`config.mk`:
```
export PLATFORM = sky130hd
export DESIGN_NAME = wt_snoop_cache
export DESIGN_NICKNAME = d
export VERILOG_FILES = /design/src/rtl/wtsc_pkg.sv /design/src/rtl/wtsc_datapath.sv /design/src/rtl/wtsc_ctrl.sv /design/src/rtl/wt_snoop_cache.sv
export SDC_FILE = /design/constraint.sdc
export NUM_CORES = 1
export LEC_CHECK = 0
export BUFFER_PORTS_ARGS = -buffer_cell sky130_fd_sc_hd__clkbuf_2
export CAP_MARGIN = 15
export CELL_PAD_IN_SITES_DETAIL_PLACEMENT = 0
export CELL_PAD_IN_SITES_GLOBAL_PLACEMENT = 1
export CORE_AREA = 5 5 189 191
export CTS_CLUSTER_DIAMETER = 200
export DETAILED_ROUTE_END_ITERATION = 10
export DIE_AREA = 0 0 194 196
export GPL_TIMING_DRIVEN = 0
export HOLD_SLACK_MARGIN = 0.15
export PLACE_DENSITY_LB_ADDON = 0.1
export SETUP_SLACK_MARGIN = 0.05
export SYNTH_ARGS = -nofsm -noshare
export SYNTH_HDL_FRONTEND = slang
export SYNTH_SLANG_ARGS = --single-unit
```
`constraint.sdc`:
```
create_clock -name clk -period 5.45 [get_ports clk]
set_input_delay 0.2725 -clock clk [delete_from_list [all_inputs] [get_ports clk]]
set_output_delay 0.2725 -clock clk [all_outputs]
set_load 0.05 [all_outputs]
```
`src/rtl/wtsc_pkg.sv`:
```
package wtsc_pkg;
  // Strobes from control to datapath
  typedef struct packed {
    logic snpKill;    // invalidate the snooped line
    logic fill;       // install bus read data into the cpu line
    logic wrUpd;      // store hit: refresh local copy
    logic rdFromBus;  // route bus read data to cpu
  } wtscStrobe_t;

  typedef enum logic {ST_IDLE, ST_WAIT} wtscState_t;
endpackage

```
`src/rtl/wtsc_datapath.sv`:
```
module wtsc_datapath
  import wtsc_pkg::*;
#(
  parameter int ADDR_W  = 8,
  parameter int DATA_W  = 16,
  parameter int INDEX_W = 3
) (
  input  logic              clk,
  input  logic              rstN,
  input  wtscStrobe_t       strobe,
  input  logic [ADDR_W-1:0] cpuAddr,
  input  logic [DATA_W-1:0] cpuWdata,
  input  logic [ADDR_W-1:0] snpAddr,
  input  logic [DATA_W-1:0] busRdata,
  output logic              cpuLineHit,
  output logic              snpLineHit,
  output logic              sameLine,
  output logic [DATA_W-1:0] cpuRdata
);
  localparam int LINES = 1 << INDEX_W;
  localparam int TAG_W = ADDR_W - INDEX_W;

  logic [LINES-1:0]  vld;
  logic [TAG_W-1:0]  tagArr [LINES];
  logic [DATA_W-1:0] datArr [LINES];

  logic [INDEX_W-1:0] cpuIdx, snpIdx;
  logic [TAG_W-1:0]   cpuTag, snpTag;

  assign cpuIdx = cpuAddr[INDEX_W-1:0];
  assign snpIdx = snpAddr[INDEX_W-1:0];
  assign cpuTag = cpuAddr[ADDR_W-1:INDEX_W];
  assign snpTag = snpAddr[ADDR_W-1:INDEX_W];

  // Valid bits: fill after kill so a fill of the same line is the later event
  always_ff @(posedge clk or negedge rstN) begin
    if (!rstN) begin
      vld <= '0;
    end else begin
      if (strobe.snpKill) vld[snpIdx] <= 1'b0;
      if (strobe.fill)    vld[cpuIdx] <= 1'b1;
    end
  end

  always_ff @(posedge clk) begin
    if (strobe.fill) begin
      tagArr[cpuIdx] <= cpuTag;
      datArr[cpuIdx] <= busRdata;
    end else if (strobe.wrUpd) begin
      datArr[cpuIdx] <= cpuWdata;
    end
  end

  assign cpuLineHit = vld[cpuIdx] && (tagArr[cpuIdx] == cpuTag);
  assign snpLineHit = vld[snpIdx] && (tagArr[snpIdx] == snpTag);
  assign sameLine   = (cpuIdx == snpIdx);
  assign cpuRdata   = strobe.rdFromBus ? busRdata : datArr[cpuIdx];

  // an invalidating snoop leaves the line invalid
  assert_kill_clears_R6: assert property (@(posedge clk) disable iff (!rstN)
    (strobe.snpKill && !(strobe.fill && sameLine)) |=> !vld[$past(snpIdx)]);

  // a fill leaves the line valid with the requested tag
  assert_fill_installs_R2: assert property (@(posedge clk) disable iff (!rstN)
    strobe.fill |=> (vld[$past(cpuIdx)] && tagArr[$past(cpuIdx)] == $past(cpuTag)));
endmodule

```
`src/rtl/wtsc_ctrl.sv`:
```
module wtsc_ctrl
  import wtsc_pkg::*;
#(
  parameter int ID_W     = 2,
  parameter int CACHE_ID = 1
) (
  input  logic            clk,
  input  logic            rstN,
  input  logic            cpuReq,
  input  logic            cpuWe,
  input  logic            cpuLineHit,
  input  logic            snpLineHit,
  input  logic            sameLine,
  input  logic            snpValid,
  input  logic            snpWe,
  input  logic [ID_W-1:0] snpId,
  input  logic            busGnt,
  input  logic            busAck,
  output wtscStrobe_t     strobe,
  output logic            cpuStall,
  output logic            busReq,
  output logic            busValid,
  output logic            busWe
);
  wtscState_t state, stateNxt;
  logic snpOther, killNow, hitNow, idle;

  assign idle     = (state == ST_IDLE);
  assign snpOther = snpValid && snpWe && (snpId != ID_W'(CACHE_ID));
  assign killNow  = snpOther && snpLineHit;
  // a same-cycle invalidation of the cpu line wins over the hit
  assign hitNow   = cpuLineHit && !(killNow && sameLine);

  assign busReq   = idle && cpuReq && (cpuWe || !hitNow);
  assign busValid = busReq && busGnt;
  assign busWe    = busValid && cpuWe;

  always_comb begin
    strobe           = '0;
    strobe.snpKill   = killNow;
    strobe.fill      = !idle && busAck;
    strobe.wrUpd     = busValid && cpuWe && hitNow;
    strobe.rdFromBus = !idle;
  end

  always_comb begin
    if (idle) cpuStall = cpuReq && !((!cpuWe && hitNow) || (cpuWe && busGnt));
    else      cpuStall = !busAck;
  end

  always_comb begin
    stateNxt = state;
    if (idle && busValid && !cpuWe) stateNxt = ST_WAIT;
    else if (!idle && busAck)       stateNxt = ST_IDLE;
  end

  always_ff @(posedge clk or negedge rstN) begin
    if (!rstN) state <= ST_IDLE;
    else       state <= stateNxt;
  end

  assert_hit_local_R3: assert property (@(posedge clk) disable iff (!rstN)
    (idle && cpuReq && !cpuWe && cpuLineHit && !killNow) |-> (!busReq && !cpuStall));

  assert_store_on_bus_R4: assert property (@(posedge clk) disable iff (!rstN)
    (cpuReq && cpuWe && !cpuStall) |-> (busValid && busWe));

  assert_grant_only_R9: assert property (@(posedge clk) disable iff (!rstN)
    busValid |-> busGnt);

  assert_one_outstanding_R9: assert property (@(posedge clk) disable iff (!rstN)
    (state == ST_WAIT) |-> !busReq);

  assert_ignore_own_or_read_R7: assert property (@(posedge clk) disable iff (!rstN)
    (snpValid && (!snpWe || snpId == ID_W'(CACHE_ID))) |-> !strobe.snpKill);

  assert_read_enters_wait_R2: assert property (@(posedge clk) disable iff (!rstN)
    (busValid && !busWe) |=> (state == ST_WAIT));
endmodule

```
`src/rtl/wt_snoop_cache.sv`:
```
module wt_snoop_cache
  import wtsc_pkg::*;
#(
  parameter int ADDR_W   = 8,
  parameter int DATA_W   = 16,
  parameter int INDEX_W  = 3,
  parameter int ID_W     = 2,
  parameter int CACHE_ID = 1
) (
  input  logic              clk,
  input  logic              rstN,
  input  logic              cpuReq,
  input  logic              cpuWe,
  input  logic [ADDR_W-1:0] cpuAddr,
  input  logic [DATA_W-1:0] cpuWdata,
  output logic [DATA_W-1:0] cpuRdata,
  output logic              cpuStall,
  output logic              busReq,
  input  logic              busGnt,
  output logic              busValid,
  output logic              busWe,
  output logic [ADDR_W-1:0] busAddr,
  output logic [DATA_W-1:0] busWdata,
  input  logic [DATA_W-1:0] busRdata,
  input  logic              busAck,
  input  logic              snpValid,
  input  logic              snpWe,
  input  logic [ID_W-1:0]   snpId,
  input  logic [ADDR_W-1:0] snpAddr
);
  wtscStrobe_t strobe;
  logic cpuLineHit, snpLineHit, sameLine;

  assign busAddr  = cpuAddr;
  assign busWdata = cpuWdata;

  wtsc_ctrl #(.ID_W(ID_W), .CACHE_ID(CACHE_ID)) uCtrl (
    .clk(clk), .rstN(rstN), .cpuReq(cpuReq), .cpuWe(cpuWe),
    .cpuLineHit(cpuLineHit), .snpLineHit(snpLineHit), .sameLine(sameLine),
    .snpValid(snpValid), .snpWe(snpWe), .snpId(snpId),
    .busGnt(busGnt), .busAck(busAck), .strobe(strobe),
    .cpuStall(cpuStall), .busReq(busReq), .busValid(busValid), .busWe(busWe)
  );

  wtsc_datapath #(.ADDR_W(ADDR_W), .DATA_W(DATA_W), .INDEX_W(INDEX_W)) uData (
    .clk(clk), .rstN(rstN), .strobe(strobe), .cpuAddr(cpuAddr),
    .cpuWdata(cpuWdata), .snpAddr(snpAddr), .busRdata(busRdata),
    .cpuLineHit(cpuLineHit), .snpLineHit(snpLineHit), .sameLine(sameLine),
    .cpuRdata(cpuRdata)
  );
endmodule

```
# == Word level (Yosys, flattened, before mapping) ==
# Memories as Yosys holds them, arrays and structs flattened.
# Cells that the tools add are included.
# totals
mem_bits_ro,0
latch_bits,0
memories,2
ram_bits,168
regBits,9
inputBits,58
# memory_table
name,depth,width,read_ports,rd_ports_with_merged_regs,write_ports,line_no,rtl
uData.datArr,8,16,1,0,1,wtsc_datapath.sv:25,logic [DATA_W-1:0] datArr [LINES];
uData.tagArr,8,5,2,0,1,wtsc_datapath.sv:24,logic [TAG_W-1:0] tagArr [LINES];
# op_classes
n_div,0
mux,20
eq_ne,4
order_cmp,4
mul,0
add_sub_neg,0
n_shift,0
reduce_logical,28
bitwise,5
# ops
op,n
16-bit two-way mux,2
1-bit logical AND,20
8-bit two-way mux,2
1-bit two-way mux,12
5-bit == test,2
8-bit bitwise AND,1
3-bit by 4-bit less-than comparator with 1-bit output (second input constant),2
8-bit inverter,1
8-bit OR,1
1-bit binary-select mux with 3-bit select,2
1-bit demux with 3-bit select,2
3-bit by 1-bit greater-or-equal comparator with 1-bit output (second input constant),2
1-bit zero test,5
3-bit == test,1
1-bit logical OR,2
2-bit by 1-bit != test with 1-bit output (second input constant),1
2-bit nonzero test,1
1-bit inverter,1
1-bit OR,1

# == Depth between registers and ports, before layout ==
# depth
word_depth,17
depth_mapped,10
ltp_nobuf,7

# == Hierarchy ==
# A second synthesis with hierarchy kept.
# unflattened
cells_unflattened,547
area_unflattened_um2,8255.4
# modules_own_cells
module,area_per_inst_um2,n_inst,cells_each
wtsc_datapath,7906.3,1,502
wt_snoop_cache,180.2,1,24
wtsc_ctrl,168.9,1,21

# == Worst setup path before layout ==
# Ideal clock, no wire load.
# synth_path
path_kind,input port to flip-flop
startpoint,in snpAddr[1]
endpoint,mem uData.datArr[1][0] (enable)
path_stages,9
setup_time_ps,414
arrival_time_ps,3421
t_required_ps,5036
path_buffers,2
slack_ps,1615
cell_sequence,buf_2 mux2_2 a32oi_1 o211ai_1 xor2_1 nor4_4 or4_1 buf_2 a211oi_1
# synth_between
elab_chain_len,17
# synth_rtl
item,line_no,rtl
"start, declared",wt_snoop_cache.sv:29,input logic [ADDR_W-1:0] snpAddr
memory 8 x 5 bit / 1-bit binary-select mux with 3-bit select (equally long branches),-,
5-bit == test / 1-bit two-way mux (equally long branches),wtsc_datapath.sv:55,assign snpLineHit = vld[snpIdx] && (tagArr[snpIdx] == snpTag);
1-bit logical AND,wtsc_datapath.sv:55,
1-bit logical AND,wtsc_ctrl.sv:30,assign killNow = snpOther && snpLineHit;
1-bit logical AND *,wtsc_ctrl.sv:32,assign hitNow = cpuLineHit && !(killNow && sameLine);
1-bit zero test *,wtsc_ctrl.sv:32,
1-bit logical AND *,wtsc_ctrl.sv:32,
1-bit zero test,wtsc_ctrl.sv:34,assign busReq = idle && cpuReq && (cpuWe || !hitNow);
1-bit logical OR,wtsc_ctrl.sv:34,
1-bit logical AND,wtsc_ctrl.sv:34,
1-bit logical AND,wtsc_ctrl.sv:35,assign busValid = busReq && busGnt;
1-bit logical AND,wtsc_ctrl.sv:42,strobe.wrUpd = busValid && cpuWe && hitNow;
1-bit logical AND *,wtsc_ctrl.sv:42,
1-bit two-way mux *,wtsc_datapath.sv:49,end else if (strobe.wrUpd) begin
1-bit two-way mux *,wtsc_datapath.sv:46,if (strobe.fill) begin
1-bit two-way mux (not written as such) *,wtsc_datapath.sv:50,datArr[cpuIdx] <= cpuWdata;
1-bit OR (no line) *,-,
"end, declared",wtsc_datapath.sv:25,
# Mark *: on every way between the ends. The rest lies on a longest branch, timed or not. The select of a mux whose other input is x is not followed.

# == Final worst setup path ==
# layout_path
startpoint,in cpuAddr[0]
endpoint,mem uData.datArr[0][0] (enable)
# layout_between
elab_chain_len,14
# layout_rtl
item,line_no,rtl
"start, declared",wt_snoop_cache.sv:14,"input logic [ADDR_W-1:0] cpuAddr,"
"memory 8 x 5 bit, or another cell as far along",-,
"5-bit == test, or another cell as far along",wtsc_datapath.sv:54,assign cpuLineHit = vld[cpuIdx] && (tagArr[cpuIdx] == cpuTag);
1-bit logical AND / 1-bit zero test (equally long branches),"wtsc_datapath.sv:54, wtsc_ctrl.sv:32",
1-bit logical AND,wtsc_ctrl.sv:32,
1-bit zero test,wtsc_ctrl.sv:34,
1-bit logical OR,wtsc_ctrl.sv:34,
1-bit logical AND,wtsc_ctrl.sv:34,
1-bit logical AND,wtsc_ctrl.sv:35,
1-bit logical AND (2 in a row),wtsc_ctrl.sv:42,
1-bit two-way mux,wtsc_datapath.sv:49,
1-bit two-way mux,wtsc_datapath.sv:46,
1-bit two-way mux (not written as such),wtsc_datapath.sv:50,
1-bit OR (no line),-,
# Parallel ways exist; a longest one is shown, timed or not. The select of a mux whose other input is x is not followed.

==> run metrics <==
status finished, final reports clean; Pwr Total 3.17 mW; period utilization 73.9%; Iter 0 DRT Violations 345; CP endpoint kind flip-flop; worst slack at placement 880 ps; initial antenna violation count 0; CTS H-tree lvls 4; Bufs on Longest Clock Path 2; IO Port Bufs 99; RSZ-0062 raised after global routing false; Routability Congestion 0.780; Die Ht 196 µm; routed vias/inst 4.57; peak supply drop 0.173 mV; die area 38,000 µm²; Critical Path AT 4170 ps; CP startpoint kind input port; core area 33,900 µm²; Post-Syn Instances 609; number of synthesized register bits 177; fillcell total 3,409; Avg Cell Area, Syn 13.7 µm²; register area share after synthesis 63.0%; Worst slew margin 25.1%; Async SR Flop Fraction 5.08%; synth unique cells 53; ranking of synthesized cells by area edfxtp_1 (60%), mux2i_1 (6.9%), mux2_2 (3.6%), dfrtp_1 (2.7%), a21oi_1 (2.6%); CTS tree built; global route overflow 0; Routed Antenna Nets 0; Num CTS Buffers 17; Tightest Pin Transition 1120 ps; All-Layer GR Usage 14.0%; final setup margin 1420 ps; static leakage 3.73 nW; global-route wire length before repair 39.0 mm; crit-path max FO 10; CTS clk-pin slew, worst paths 80 ps; min-delay worst type input port to flip-flop; Synth top area share 60.3%; r2r setup slk 1610 ps; area growth from synthesis to layout 22.1%; pwr dens 311 nW/µm²; Mapped Nets 667; largest net degree at the start of global routing 19; Post-synth top cells edfxtp_1 (168), mux2i_1 (58), a21oi_1 (44); die width 194 µm; routed wire length 26.7 mm; Starting Density 24.6%; Final Setup Violations 0; Clock Skew 13.7 ps; Post-synth top flop edfxtp_1; DR DRC count 0; # diodes 0; CTS sink count 177; Max Clk Rate 248 MHz; Final Max Tran Viols 0; Reg area 5270 µm²; share of layout cells above drive strength 1 30.4%; Synth area leader edfxtp_1; Final Util 30.1%; final non-filler cell total 1,204; DP Wirelength 18.6 mm; Required @ worst endpoint 5590 ps; TritonRoute pass-1 iters 4; most frequent cell after synthesis edfxtp_1; Root Driver clkbuf_16; Yosys Warn Count 0; row cnt 68; number of global-route vias before repair 5,741; minimum clock period 4030 ps; EDFF count, synth 168; Post-CTS Resized 0; Routed WL per cell 22.2 µm; WS Path Type input port to flip-flop; vias post-DR 5,498; Max-cap violations 0; Hold Fails Final Rpt 0; worst skew pair latency 430 ps; synthesized area 8370 µm²; Layout Nets 794; dpl cells 1,171; area occupied by multi-input gates 2710 µm²; I/O Pins 102
==> metrics by stage <==
stage	area, µm²	hold slack [ps]	TNS [ps]
final	10200	180	0
after global routing	10200	181	0
after CTS	10200	177	0
after detailed placement	9630	152	0
after global placement	9430	150	-57440
after floorplan	8370	-23.1	0
==> repair_timing <==
| action | in CTS | in global routing |
|---|---|---|
| hold buffers | 1 | 0 |
| hold endpoints to repair | 9 | 0 |
| setup buffers | 0 | 0 |
==> worst max-delay path, cell delays in order <==
cell       delay (ps)
clkbuf_2          100
buf_2             250
and2_1            160
clkbuf_1          630
a22oi_1           210
nand2_1           120
xor2_1            270
nand2_1           160
or4_1             590
buf_2             270
a2111oi_4         720
buf_6             240
buf_6             150
==> flip-flops by register name, indices dropped and copies added (netlist names) <==
| name | cells |
|---|---|
| uCtrl.state | 1 |
| uData.datArr | 128 |
| uData.tagArr | 40 |
| uData.vld | 8 |
==> cells by family (layout without fill, tap and decap cells) <==
kind of cell	count (synthesis)	after routing	synth area share (%)
buf+inv	84	224	5.44
compound gates	131	131	10.8
xor+xnor	9	9	0.942
simple gates	113	113	6.98
flops	177	177	63.0
mux	95	95	12.9
==> layout by cell type, fill, tap and decap left out, types with 3 or more instances in the layout <==
| master | n |
|---|---|
| mux2_1 | 3 |
| mux2_2 | 27 |
| clkinv_8 | 3 |
| nand2b_1 | 5 |
| a22oi_1 | 18 |
| buf_8 | 4 |
| inv_1 | 22 |
| buf_6 | 5 |
| dfrtp_1 | 9 |
| xor2_1 | 8 |
| and3_1 | 6 |
| o21ai_0 | 7 |
| a211oi_4 | 3 |
| nand2_1 | 29 |
| a22o_1 | 15 |
| buf_2 | 10 |
| mux2i_1 | 58 |
| clkbuf_1 | 13 |
| a211oi_1 | 22 |
| buf_1 | 9 |
| clkbuf_16 | 17 |
| nor2_1 | 39 |
| and2_1 | 4 |
| nor2b_1 | 8 |
| buf_4 | 27 |
| a21oi_1 | 40 |
| mux4_2 | 7 |
| inv_8 | 4 |
| o211ai_1 | 3 |
| edfxtp_1 | 168 |
| clkbuf_2 | 99 |
| a31oi_1 | 6 |
==> layer usage <==
metal / global-route usage, % / wire length [µm] / share of wire, %
met3: 2.49 / 784 / 2.9
met4: 2.55 / 280 / 1.0
met2: 24.5 / 13400 / 50
met1: 18.4 / 12300 / 46
met5: 0 / 0 / 0
==> cell type report <==
class	count	area share (%)
Timing Repair Buffer	108	6.26
Inverter	22	0.808
Multi-Input combinational cell	348	26.5
Clock buffer	17	4.16
Sequential cell	177	51.6
Buffer	62	3.65
Tap cell	455	5.57
Clock inverter	15	1.45
==> where the power goes <==
| group | switching [mW] | internal, mW |
|---|---|---|
| Clock | 0.583 | 0.607 |
| Sequential | 0.0188 | 1.51 |
| Combinational | 0.306 | 0.144 |
==> final timing paths <==
| kind | startpoint | endpoint | cells past startpoint |
|---|---|---|---|
| setup / recovery | cpuAddr[0] | uData.datArr[0][0] | 13 |
| hold / removal | cpuAddr[3] | uData.tagArr[6][0] | 1 |
| setup reg to reg | uData.tagArr[3][3] | uData.datArr[0][0] | 10 |
| hold reg to reg | uData.vld[5] | uData.vld[5] | 2 |
| max in group asynchronous | rstN | uData.vld[1] | 2 |
| min in group asynchronous | rstN | uCtrl.state | 2 |
Note: power is estimated with default switching activity, not from simulation.
